**src/rtl/outport_setclr.sv**
```systemverilog
module outport_setclr #(
  parameter int WIDTH = 8,
  parameter int ADDR_W = 4,
  parameter logic [ADDR_W-1:0] CFG_ADDR = 4'hD,
  parameter logic [ADDR_W-1:0] SET_ADDR = 4'hE,
  parameter logic [ADDR_W-1:0] CLR_ADDR = 4'hF
) (
  input  logic              clk,
  input  logic              rst_n,
  input  logic              wr_en,
  input  logic [ADDR_W-1:0] addr,
  input  logic [WIDTH-1:0]  wdata,
  input  logic [WIDTH-1:0]  aux_in,
  output logic [WIDTH-1:0]  pins
);

  logic [WIDTH-1:0] port_q;
  logic [WIDTH-1:0] sel_q;
  logic [WIDTH-1:0] pin_d;
  logic [WIDTH-1:0] pin_q;

  wire set_hit = wr_en && (addr == SET_ADDR);
  wire clr_hit = wr_en && (addr == CLR_ADDR);
  wire cfg_hit = wr_en && (addr == CFG_ADDR);

  always_ff @(posedge clk or negedge rst_n) begin
    if (!rst_n)       port_q <= '0;
    else if (set_hit) port_q <= port_q | wdata;
    else if (clr_hit) port_q <= port_q & ~wdata;
  end

  always_ff @(posedge clk or negedge rst_n) begin
    if (!rst_n)       sel_q <= '0;
    else if (cfg_hit) sel_q <= wdata;
  end

  for (genvar i = 0; i < WIDTH; i++) begin : g_pin
    assign pin_d[i] = sel_q[i] ? aux_in[i] : ~port_q[i];
  end

  always_ff @(posedge clk or negedge rst_n) begin
    if (!rst_n) pin_q <= '1;
    else        pin_q <= pin_d;
  end

  assign pins = pin_q;


  reset_pins_chk: assert property (@(posedge clk)
    !rst_n |-> (pins == {WIDTH{1'b1}}));


  set_bits_chk: assert property (@(posedge clk) disable iff (!rst_n)
    (wr_en && addr == SET_ADDR) |=>
      ((port_q & $past(wdata)) == $past(wdata)) &&
      ((port_q & ~$past(wdata)) == ($past(port_q) & ~$past(wdata))));


  clr_bits_chk: assert property (@(posedge clk) disable iff (!rst_n)
    (wr_en && addr == CLR_ADDR) |=>
      ((port_q & $past(wdata)) == '0) &&
      ((port_q & ~$past(wdata)) == ($past(port_q) & ~$past(wdata))));


  hold_reg_chk: assert property (@(posedge clk) disable iff (!rst_n)
    !(wr_en && (addr == SET_ADDR || addr == CLR_ADDR)) |=> $stable(port_q));


  cfg_load_chk: assert property (@(posedge clk) disable iff (!rst_n)
    (wr_en && addr == CFG_ADDR) |=> (sel_q == $past(wdata)));


  reg_pin_chk: assert property (@(posedge clk) disable iff (!rst_n)
    1'b1 |=> ((pins & ~$past(sel_q)) == (~$past(port_q) & ~$past(sel_q))));


  aux_pin_chk: assert property (@(posedge clk) disable iff (!rst_n)
    1'b1 |=> ((pins & $past(sel_q)) == ($past(aux_in) & $past(sel_q))));

endmodule

```
**config.mk**
```make
export PLATFORM = sky130hd
export DESIGN_NAME = outport_setclr
export DESIGN_NICKNAME = d
export VERILOG_FILES = /design/src/rtl/outport_setclr.sv
export SDC_FILE = /design/constraint.sdc
export NUM_CORES = 1
export LEC_CHECK = 0
export ABC_CLOCK_PERIOD_IN_PS = 1500
export BUFFER_PORTS_ARGS = -buffer_cell sky130_fd_sc_hd__buf_4
export CAP_MARGIN = 5
export CORE_MARGIN = 2
export CORE_UTILIZATION = 30
export CTS_BUF_LIST = sky130_fd_sc_hd__clkbuf_16
export DETAILED_ROUTE_END_ITERATION = 6
export GPL_TIMING_DRIVEN = 0
export PLACE_DENSITY_LB_ADDON = 0.25
export SYNTH_ARGS = -nofsm -noshare
export SYNTH_HDL_FRONTEND = slang
export SYNTH_SLANG_ARGS = --single-unit
```
**constraint.sdc**
```tcl
create_clock -name clk -period 1.5 [get_ports clk]
set_input_delay 0.3 -clock clk [delete_from_list [all_inputs] [get_ports clk]]
set_output_delay 0.3 -clock clk [all_outputs]
set_load 0.02 [all_outputs]
```
# --- Word-level counts from Yosys, hierarchy flattened ---
# Cells that the tools add are included.
# Widths: inputs -> output; s select.
op_classes:
  eq_ne: 3
  reduce_logical: 4
  n_bitwise: 11
  n_mux: 10
op_table:
  columns: ["cell", "n"]
  rows:
  - ["$mux 8", 2]
  - ["$eq 4x4->1 const B", 3]
  - ["$and 8x8->8", 1]
  - ["$mux 1", 8]
  - ["$not 1->1", 8]
  - ["$not 8->8", 1]
  - ["$or 8x8->8", 1]
  - ["$logic_and 1x1->1", 3]
  - ["$reduce_bool 2->1", 1]
word_totals:
  elab_cells: 31
  regBits: 24
  input_bits: 23

# --- Logic depth before layout (Yosys ltp) ---
depth:
  depth_word: 4
  ltp_mapped: 5
  depth_no_buf: 3

# --- Worst setup path before layout ---
# OpenSTA, ideal clock, no wires.
synth_timing:
  path_type: "input to register"
  start: "input port addr[2]"
  end: "register sel_q[0]"
  required_ns: 1.375
  slack_ns: 0.249
  stages: 3
  path_buffers: 0
  arrival_time_ns: 1.126
  cell_sequence: "nand3_1 nor3b_4 mux2_2"
synth_via:
  elab_chain_len: 2
synth_rtl:
  columns: ["item", "line_no", "text"]
  rows:
  - ["start, declared", "11", "input logic [ADDR_W-1:0] addr,"]
  - ["$eq 4x4->1", "24", "wire cfg_hit = wr_en && (addr == CFG_ADDR);"]
  - ["$logic_and 1x1->1", "24", null]
  - ["end signal, assigned", "34", "else if (cfg_hit) sel_q <= wdata;"]
  - ["end, declared", "18", "logic [WIDTH-1:0] sel_q;"]
# No other way between the ends.
# A chain may end at the register's enable or synchronous reset.

# --- Worst setup path after layout ---
layout_timing:
  start: "input port addr[2]"
  end: "register sel_q[3]"
# Same word-level chain as after synthesis.

==> summary.md <==
| Metric | Value |
|---|---|
| FF+latch area | `611 um2` |
| Post-synth top area cell | `dfrtp_1` |
| Hold slack | `0.237 ns` |
| Num ports | `31` |
| Initial antenna violation count | `0` |
| Clk slew on worst S/H paths | `0.06 ns` |
| Overall power | `2.08 mW` |
| Most frequent cells in the layout | `30 x buf_4, 16 x dfrtp_1` |
| Area Growth Syn to Fin | `40.7%` |
| Flop pwr share | `0.447` |
| Crit path DAT | `1.36 ns` |
| Residual DRC | `0` |
| Die area | `around 3500 um2` |
| Synth warnings | `0` |
| Commonest non-fill, non-tap cell in the layout | `buf_4` |
| R2R Setup Slk | `0.74 ns` |
| CTS tree | `done` |
| Power per cell area | `1610 nW/um2` |
| Int Power | `1.59 mW` |
| Sw power | `0.492 mW` |
| Count of cell types in the netlist | `13` |
| Register bit total from synthesis | `24` |
| Minimum clock period | `1.22 ns` |
| Fin area | `1290 um2` |
| Layout cells sized above 1 | `0.519` |
| Final hold viol count | `0` |
| # clock sinks | `24` |
| Synth Area per Inst | `13.1 um2` |
| Vias per cell | `a little under 5` |
| R2R depth | `1` |
| Placed Area | `1180 um2` |
| Net Count, Synth | `93` |
| Site Rows | `20` |
| Root buf cell | `clkbuf_16` |
| Min-delay worst type | `in -> reg` |
| CTS Hold Buffers Added | `1` |
| Startpoint types | `input port` |
| Clock skew | `around 0.0023 ns` |
| Pins Over Slew Limit | `0` |
| Final setup violation count | `0` |
| Routed len/inst | `~14 um` |
| Critical Path Sink Type | `flop` |
| Leakage power | `0.577 nW` |
| Largest net degree at the start of global routing | `25` |
| Synth top area share | `0.436` |
| Synth top area cells | `dfrtp_1 44%, dfstp_2 23%, mux2_2 9.8%, a31oi_1 5.4%, a21oi_1 4.4%` |
| Power share of the combinational group | `0.193` |
| Dpl ws | `-0.0247 ns` |
| ANT cells | `0` |
| Critical path type | `in -> reg` |
| FF-to-FF End | `sel_q[5]$_DFFE_PN0P_` |
| Worst r2r src | `sel_q[5]$_DFFE_PN0P_` |
| Worst Tran Pin Value | `0.492 ns` |
| Vias in the first global route | `718` |
| Final WL | `1.87 mm` |
| Net Sw Frac | `0.237` |
| GP Congestion | `~0.64` |
| Clock group share of total power | `0.360` |
| H-tree levels | `1` |
| Synth Cell Area | `918 um2` |
| Hold Path Depth | `2` |
| GRT Total Usage | `0.119` |
| Fill cells | `about 280` |
| Crit path required time | `approximately 1.6 ns` |
| Worst-Skew Late Latency | `0.25 ns` |
| Peak VDD IR | `638 uV` |
| TritonCTS Buffers | `3` |
| Final period util | `0.814` |
| Initial DRC count | `13` |
| Area of the multi-input gates | `approximately 280 um2` |
| HPWL Detailed | `1.25 mm` |
| First-pass GRT wire length | `between 3 and 4 mm` |
| Maxcap violations | `0` |
| Starting density of the core | `0.308` |
| RSZ-0062 raised after global routing | `no` |
| Post CTS Setup Buffer Count | `0` |
| Nets | `128` |
| Max Root-Sink Buffers | `2` |
| Die W | `59.3 um` |
| Post-CTS sizing | `0` |
| TritonRoute pass-1 iters | `4` |
| Hold_sp | `wdata[1]` |
| Status | `completed` |
| Setup TNS Final | `0 ns` |
| Core area | `2980 um2` |
| PortBufs | `29` |
| Vias | `669` |
| Post-DRT Antenna Nets | `0` |
| FMAX | `819 MHz` |
| Rel. slew slack | `0.672` |
| Overflow after GRT | `0` |
| Post-synthesis sequential area ratio | `0.665` |
| Final Worst Setup Slack | `0.280 ns` |
| Worst-path maximum fanout | `8` |
| Syn Inst Count | `70` |
| Die H | `59.3 um` |
-- synthesized netlist by cell type (all sizes together) --
| cell type | number |
|---|---|
| buf | 2 |
| and4 | 1 |
| dfrtp | 16 |
| o21ai | 8 |
| clkbuf | 1 |
| nand2 | 8 |
| a21oi | 8 |
| nand3 | 1 |
| mux2 | 8 |
| nor3b | 1 |
| dfstp | 8 |
| a31oi | 8 |
-- cell type report --
class,instances,area share
sequential,24,0.472
multi-input combinational,43,0.220
clock buffer,3,0.0581
clock inverter,1,0.0232
timing repair buffer,30,0.176
buffer,3,0.0184
tap,33,0.0319
-- power groups by stage --
| stage | sequential, mW | clock, mW | combinational [mW] |
|---|---|---|---|
| after global placement | 0.936 | 0 | 0.392 |
| after detailed placement | 0.939 | 0 | 0.401 |
| after floorplan | 1.01 | 0 | 0.140 |
| final | 0.930 | 0.748 | 0.401 |
| after global routing | 0.952 | 0.786 | 0.446 |
| after CTS | 0.933 | 0.772 | 0.408 |
-- logic make-up after synthesis --
kind of cell / after synthesis / synth area share
simple gates: 11 / 0.0695
buf+inv: 3 / 0.0259
flops: 24 / 0.665
mux: 8 / 0.0981
compound gates: 24 / 0.142
-- stage by stage --
stage                util  cells
floorplan               -     70
global route        0.434    137
finish              0.434    137
global placement    0.395    132
detailed placement  0.395    132
CTS                 0.434    137
-- layer usage --
metal  GRT usage  part of all wire  up-vias
li1            -                 -      325
met1       0.134              0.44      324
met2       0.215              0.50       20
met3      0.0328             0.057        0
met4      0.0390                 0        0
met5           0                 0        -
-- worst max-delay path by stage --
stage | start | end | slack (ns) | depth (start not counted)
2_1_floorplan | addr[2] | sel_q[0]$_DFFE_PN0P_ | 0.25 | 3
3_3_place_gp | addr[2] | sel_q[7]$_DFFE_PN0P_ | -0.004 | 4
3_5_place_dp | addr[2] | sel_q[3]$_DFFE_PN0P_ | -0.02 | 4
4_1_cts | addr[2] | sel_q[2]$_DFFE_PN0P_ | 0.25 | 4
5_1_grt | addr[2] | sel_q[5]$_DFFE_PN0P_ | 0.24 | 4
6_report | addr[2] | sel_q[3]$_DFFE_PN0P_ | 0.28 | 4
-- worst max-delay path, cell delays in order --
cell	delay [ns]
buf_4	0.08
nand3_1	0.11
nor3b_4	0.47
mux2_2	0.39
Power figures use the tool's default switching activity.
